[config.mk]
export PLATFORM = sky130hd
export DESIGN_NAME = dom_perm_gate
export DESIGN_NICKNAME = d
export VERILOG_FILES = /design/src/rtl/dpc_pkg.sv /design/src/rtl/dpc_ctl_reg.sv /design/src/rtl/dpc_mode_mux.sv /design/src/rtl/dpc_perm_eval.sv /design/src/rtl/dpc_fault_pick.sv /design/src/rtl/dom_perm_gate.sv
export SDC_FILE = /design/constraint.sdc
export NUM_CORES = 1
export LEC_CHECK = 0
export BUFFER_PORTS_ARGS = -buffer_cell sky130_fd_sc_hd__clkbuf_2
export CAP_MARGIN = 0
export CORE_ASPECT_RATIO = 1.5
export CORE_UTILIZATION = 46
export CTS_CLUSTER_SIZE = 28
export DETAILED_ROUTE_END_ITERATION = 7
export PLACE_DENSITY = 0.73
export SLEW_MARGIN = 20
export SYNTH_ARGS = -nofsm -noshare
export SYNTH_HDL_FRONTEND = slang
export SYNTH_HIERARCHICAL = 1
export SYNTH_SLANG_ARGS = --single-unit
[constraint.sdc]
create_clock -name clk -period 4.1 [get_ports clk]
set_input_delay 0.615 -clock clk [delete_from_list [all_inputs] [get_ports clk]]
set_output_delay 0.615 -clock clk [all_outputs]
set_load 0.01 [all_outputs]
[src/rtl/dpc_pkg.sv]
// Package: shared encodings for the domain and permission gate.
// Assumes two bits per domain mode and two bits per permission field.
package dpc_pkg;

    typedef enum logic [1:0] {
        DM_DENY  = 2'b00,
        DM_CHECK = 2'b01,
        DM_RSVD  = 2'b10,
        DM_ALL   = 2'b11
    } dom_mode_e;

    typedef enum logic [1:0] {
        AP_NONE    = 2'b00,
        AP_PRIV    = 2'b01,
        AP_USER_RO = 2'b10,
        AP_FULL    = 2'b11
    } ap_e;

    typedef enum logic [1:0] {
        K_READ  = 2'b00,
        K_WRITE = 2'b01,
        K_FETCH = 2'b10,
        K_RSVD  = 2'b11
    } kind_e;

    typedef enum logic [1:0] {
        F_NONE   = 2'b00,
        F_DOMAIN = 2'b01,
        F_PERM   = 2'b10,
        F_XN     = 2'b11
    } fault_e;

    localparam int MODE_W = 2;

endpackage

[src/rtl/dpc_ctl_reg.sv]
// Module: control word register.
// Holds one mode field per domain. It loads on a write strobe and clears to
// zero (deny everywhere) under synchronous active-low reset.
module dpc_ctl_reg #(
    parameter int W = 32
) (
    input  logic         clk,
    input  logic         rst_n,
    input  logic         wr_en,
    input  logic [W-1:0] wr_data,
    output logic [W-1:0] q
);
    // Load or clear the control word on the rising edge.
    always_ff @(posedge clk) begin
        if (!rst_n)     q <= '0;
        else if (wr_en) q <= wr_data;
    end
endmodule

[src/rtl/dpc_mode_mux.sv]
// Module: domain mode selector.
// Splits the control word into per-domain fields and picks the one named by
// the descriptor. An index beyond DOMAINS selects deny.
module dpc_mode_mux
    import dpc_pkg::*;
#(
    parameter int DOMAINS = 16,
    localparam int DOM_W  = (DOMAINS > 1) ? $clog2(DOMAINS) : 1,
    localparam int CTRL_W = MODE_W * DOMAINS
) (
    input  logic [CTRL_W-1:0] ctl,
    input  logic [DOM_W-1:0]  dom_idx,
    output dom_mode_e         mode
);
    logic [MODE_W-1:0] fields [DOMAINS];

    for (genvar g = 0; g < DOMAINS; g++) begin : g_field
        assign fields[g] = ctl[MODE_W*g +: MODE_W];
    end

    // Select the mode of the addressed domain.
    always_comb begin
        if (int'(dom_idx) < DOMAINS) mode = dom_mode_e'(fields[dom_idx]);
        else                         mode = DM_DENY;
    end
endmodule

[src/rtl/dpc_perm_eval.sv]
// Module: descriptor permission evaluator.
// Judges the permission bits against privilege and access kind, and flags
// a fetch from an execute-never region. The unused kind value counts as a write.
module dpc_perm_eval
    import dpc_pkg::*;
(
    input  logic [1:0] ap,
    input  logic       xn,
    input  logic       priv,
    input  logic [1:0] kind,
    output logic       perm_ok,
    output logic       xn_hit
);
    kind_e k;
    logic  is_write;

    // Classify the access kind.
    always_comb begin
        k        = kind_e'(kind);
        is_write = (k == K_WRITE) || (k == K_RSVD);
    end

    // Decide permission from the descriptor's permission bits.
    always_comb begin
        unique case (ap_e'(ap))
            AP_NONE:    perm_ok = 1'b0;
            AP_PRIV:    perm_ok = priv;
            AP_USER_RO: perm_ok = priv || !is_write;
            default:    perm_ok = 1'b1;
        endcase
    end

    // Flag an instruction fetch from a non-executable region.
    always_comb xn_hit = (k == K_FETCH) && xn;
endmodule

[src/rtl/dpc_fault_pick.sv]
// Module: fault priority encoder.
// The domain mode is decided first. Only the check mode consults the permission
// and execute-never results, with permission ahead of execute-never.
module dpc_fault_pick
    import dpc_pkg::*;
(
    input  dom_mode_e  mode,
    input  logic       perm_ok,
    input  logic       xn_hit,
    output logic [1:0] fault,
    output logic       allow
);
    fault_e f;

    // Rank the fault causes.
    always_comb begin
        unique case (mode)
            DM_ALL:   f = F_NONE;
            DM_CHECK: begin
                if (!perm_ok)    f = F_PERM;
                else if (xn_hit) f = F_XN;
                else             f = F_NONE;
            end
            default:  f = F_DOMAIN;
        endcase
    end

    // Drive the outputs from the ranked fault.
    always_comb begin
        fault = f;
        allow = (f == F_NONE);
    end
endmodule

[src/rtl/dom_perm_gate.sv]
// Module: domain and access permission gate (top).
// Holds the per-domain control word and decides each access combinationally
// from it and the descriptor attributes. Expects the inputs stable before
// the sampling point. The only state is the control word.
module dom_perm_gate #(
    parameter int DOMAINS = 16,
    localparam int DOM_W  = (DOMAINS > 1) ? $clog2(DOMAINS) : 1,
    localparam int CTRL_W = dpc_pkg::MODE_W * DOMAINS
) (
    input  logic              clk,
    input  logic              rst_n,
    input  logic              ctl_wr_en,
    input  logic [CTRL_W-1:0] ctl_wr_data,
    input  logic [DOM_W-1:0]  acc_domain,
    input  logic [1:0]        acc_ap,
    input  logic              acc_xn,
    input  logic              acc_priv,
    input  logic [1:0]        acc_kind,
    output logic              acc_allow,
    output logic [1:0]        acc_fault
);
    logic [CTRL_W-1:0]   ctl_q;
    dpc_pkg::dom_mode_e  sel_mode;
    logic                perm_ok;
    logic                xn_hit;

    dpc_ctl_reg #(.W(CTRL_W)) u_reg (
        .clk(clk), .rst_n(rst_n), .wr_en(ctl_wr_en),
        .wr_data(ctl_wr_data), .q(ctl_q)
    );

    dpc_mode_mux #(.DOMAINS(DOMAINS)) u_mux (
        .ctl(ctl_q), .dom_idx(acc_domain), .mode(sel_mode)
    );

    dpc_perm_eval u_perm (
        .ap(acc_ap), .xn(acc_xn), .priv(acc_priv), .kind(acc_kind),
        .perm_ok(perm_ok), .xn_hit(xn_hit)
    );

    dpc_fault_pick u_pick (
        .mode(sel_mode), .perm_ok(perm_ok), .xn_hit(xn_hit),
        .fault(acc_fault), .allow(acc_allow)
    );
endmodule

==> flow_metrics.tcl <==
set metrics [dict create \
    status "finished clean" \
    ctsHoldBuffers 0 \
    fill_cells 284 \
    cts_tree "yes" \
    dieWidth_um 49.9 \
    cp_max_fo 8 \
    yosysTopAreaCell "dfxtp_1" \
    endpoint_kind "primary output" \
    postCtsSetupRepairBufs 0 \
    netlist_area_um2 1580 \
    drive_gt1_share_pct 33.5 \
    clock-root-buffer "clkbuf_8" \
    drt-vias-per-instance 5.05 \
    cts.repair.resized 0 \
    dr.pass1.iters 4 \
    cts_buffer_depth 2 \
    place_area_um2 1770 \
    core_um2 3220 \
    clock_latency_ps 280 \
    wire_per_inst_um 13.4 \
    power_density_nw_per_um2 356 \
    cts_sinks 32 \
    fp-row-count 25 \
    cts_buffers 5 \
    synth.avg_cell_area_um2 11.8 \
    die_y_um 73.9 \
    hp-class "reg2reg" \
    syn-num-nets 179 \
    grt_pass1_vias 1138 \
    critPathLaunch "acc_domain[0]" \
    fin_area_um2 1850 \
    cts_max_level 2 \
    leakage_nw 0.872 \
    grt_max_degree 33 \
    critical_path_class "in2out" \
    area_growth_syn_to_layout_pct 16.7 \
    final_nets 224 \
    multi_input_comb_area_um2 846 \
    yosysSeqAreaShare_pct 40.4 \
    cpLargestDelayFamily "multiplexers" \
    grt_usage_pct 18.3 \
    crit_top_cell "clkbuf_2" \
    min_path_cells 2 \
    num_antenna_cells 0 \
    seqCellArea_um2 641 \
    worst_ep_arrival_time_ps 2150 \
    largest_register_ffs 32 \
    skew_ps 0 \
    rsz0062_at_grt "no" \
    reg2reg_depth 2 \
    top_level_ports 48 \
    synthCells 134 \
    setup_viol 0 \
    portBuffers 47 \
    tightest_slew_ps 1040 \
    cp.depth 6 \
    start_util_pct 49.2 \
    min_from "u_reg/q[18]" \
    drt_wl_total_um 2930 \
    overflow 0 \
    postSynthRegisterBits 32 \
    synth_cell_types 17 \
    drc_errors 0 \
    dieArea_um2 3690 \
    period_share_pct 67.4 \
    gp_congestion 0.735 \
    critPathSlowestCell "mux4_2" \
    critPathRequiredTime_ps 3480 \
    period_minus_slack_ps 2760 \
    cpPeakStageDelay_ps 560 \
    grt_first_pass_wirelength_um 4890 \
    largest_register "u_reg/q" \
    fin_util_pct 57.4 \
    num_vias 1107 \
    ant_nets 0 \
    top_regs "u_reg/q (32)" \
    drt-initial-drc-count 37 \
    ir_worst_vdd_mv 0.400 \
    worstPathCellList "clkbuf_2 -> mux4_2 -> a22oi_1 -> nand3_1 -> nor3b_2 -> clkbuf_2" \
    hold_violations 0 \
    clk_pin_slew_ps 60 \
    r2r_start "u_reg/q[0]" \
    ys_top_cells_by_area "dfxtp_1, mux2i_1, nor2b_1, mux4_1, mux4_2" \
    antenna_found_initial 0 \
    slew_violations 0 \
    yosys.area.top_type_share_pct 40.4 \
    maxCapViolCount 0 \
    crit_buf_inv 2 \
    maxSlewHeadroom_pct 30.4 \
    setup_tns_ps 0 \
    finalPower_mw 0.658 \
    fmax_mhz 362 \
    ys_warn_count 6 \
    crit_path_start_kind "primary input" \
]
-- cell type report --
type / count / area share [%]
well taps: 40 / 2.71
clock inverters: 1 / 0.271
repair buffers: 47 / 12.7
multi-input cells: 93 / 45.7
flip-flops and latches: 32 / 34.6
clock buffers: 6 / 3.92
-- metrics by stage --
stage          hold slack [ps]  worst slack (ps)  cells
6_report                   512              1340    219
3_3_place_gp               489              1360    212
5_1_grt                    551              1230    219
2_1_floorplan              474              1700    134
4_1_cts                    517              1320    219
3_5_place_dp               503              1320    212
-- placed cells by master, fill, tap and decap left out --
| cell type | n |
|---|---|
| a21oi_1 | 1 |
| clkbuf_2 | 47 |
| dfxtp_1 | 32 |
| nand2_1 | 4 |
| a22oi_1 | 2 |
| nor3b_2 | 2 |
| clkbuf_1 | 1 |
| nor2_1 | 3 |
| o21ai_1 | 1 |
| clkinv_2 | 1 |
| mux4_1 | 4 |
| mux4_2 | 4 |
| clkbuf_8 | 5 |
| mux2i_1 | 32 |
| nor2b_4 | 1 |
| o21a_1 | 1 |
| nand3_1 | 4 |
| nor2b_1 | 34 |
-- routing by layer --
metal | vias to the layer above | part of all wire, % | global-route usage, %
met4 | 0 | 1.6 | 8.57
met5 | - | 0 | 0
met1 | 511 | 39 | 18.4
met2 | 34 | 54 | 34.2
met3 | 4 | 5.4 | 4.97
li1 | 558 | - | -
-- worst register-to-register path, cell delays in order (launching register included) --
cell,delay [ps]
dfxtp_1,320
mux2i_1,150
nor2b_1,70
-- power breakdown --
group          total, mW  switching (mW)  internal, mW
sequential         0.339         0.00926         0.330
clock              0.221           0.106         0.115
combinational     0.0985          0.0417        0.0568
total              0.658           0.157         0.502
-- Yosys cell counts --
library cell and instances:
nand3_1 4, nor2_1 3, mux4_1 4, dfxtp_1 32, mux4_2 4, nor3b_2 2
clkbuf_1 4, buf_6 2, mux2i_1 32, nor2b_4 1, nand2_1 4, a21oi_1 1
a22oi_1 2, o21ai_1 1, nor2b_1 34, buf_12 3, o21a_1 1
-- path summary, 6_finish.rpt --
kind              slack (ps)           end
setup / recovery        1340  acc_fault[1]
hold / removal           510   u_reg/q[18]
setup reg to reg        3450    u_reg/q[0]
hold reg to reg          510   u_reg/q[18]
-- cells by family (layout without fill, tap and decap cells) --
family,Yosys count,in the layout,synth area share (%)
AND/OR/NAND/NOR,48,48,18.8
multiplexers,40,40,32.5
flip-flops,32,32,40.4
buffers and inverters,9,54,6.16
AO/OA/AOI/OAI,5,5,2.05
Power figures use the tool's default switching activity.
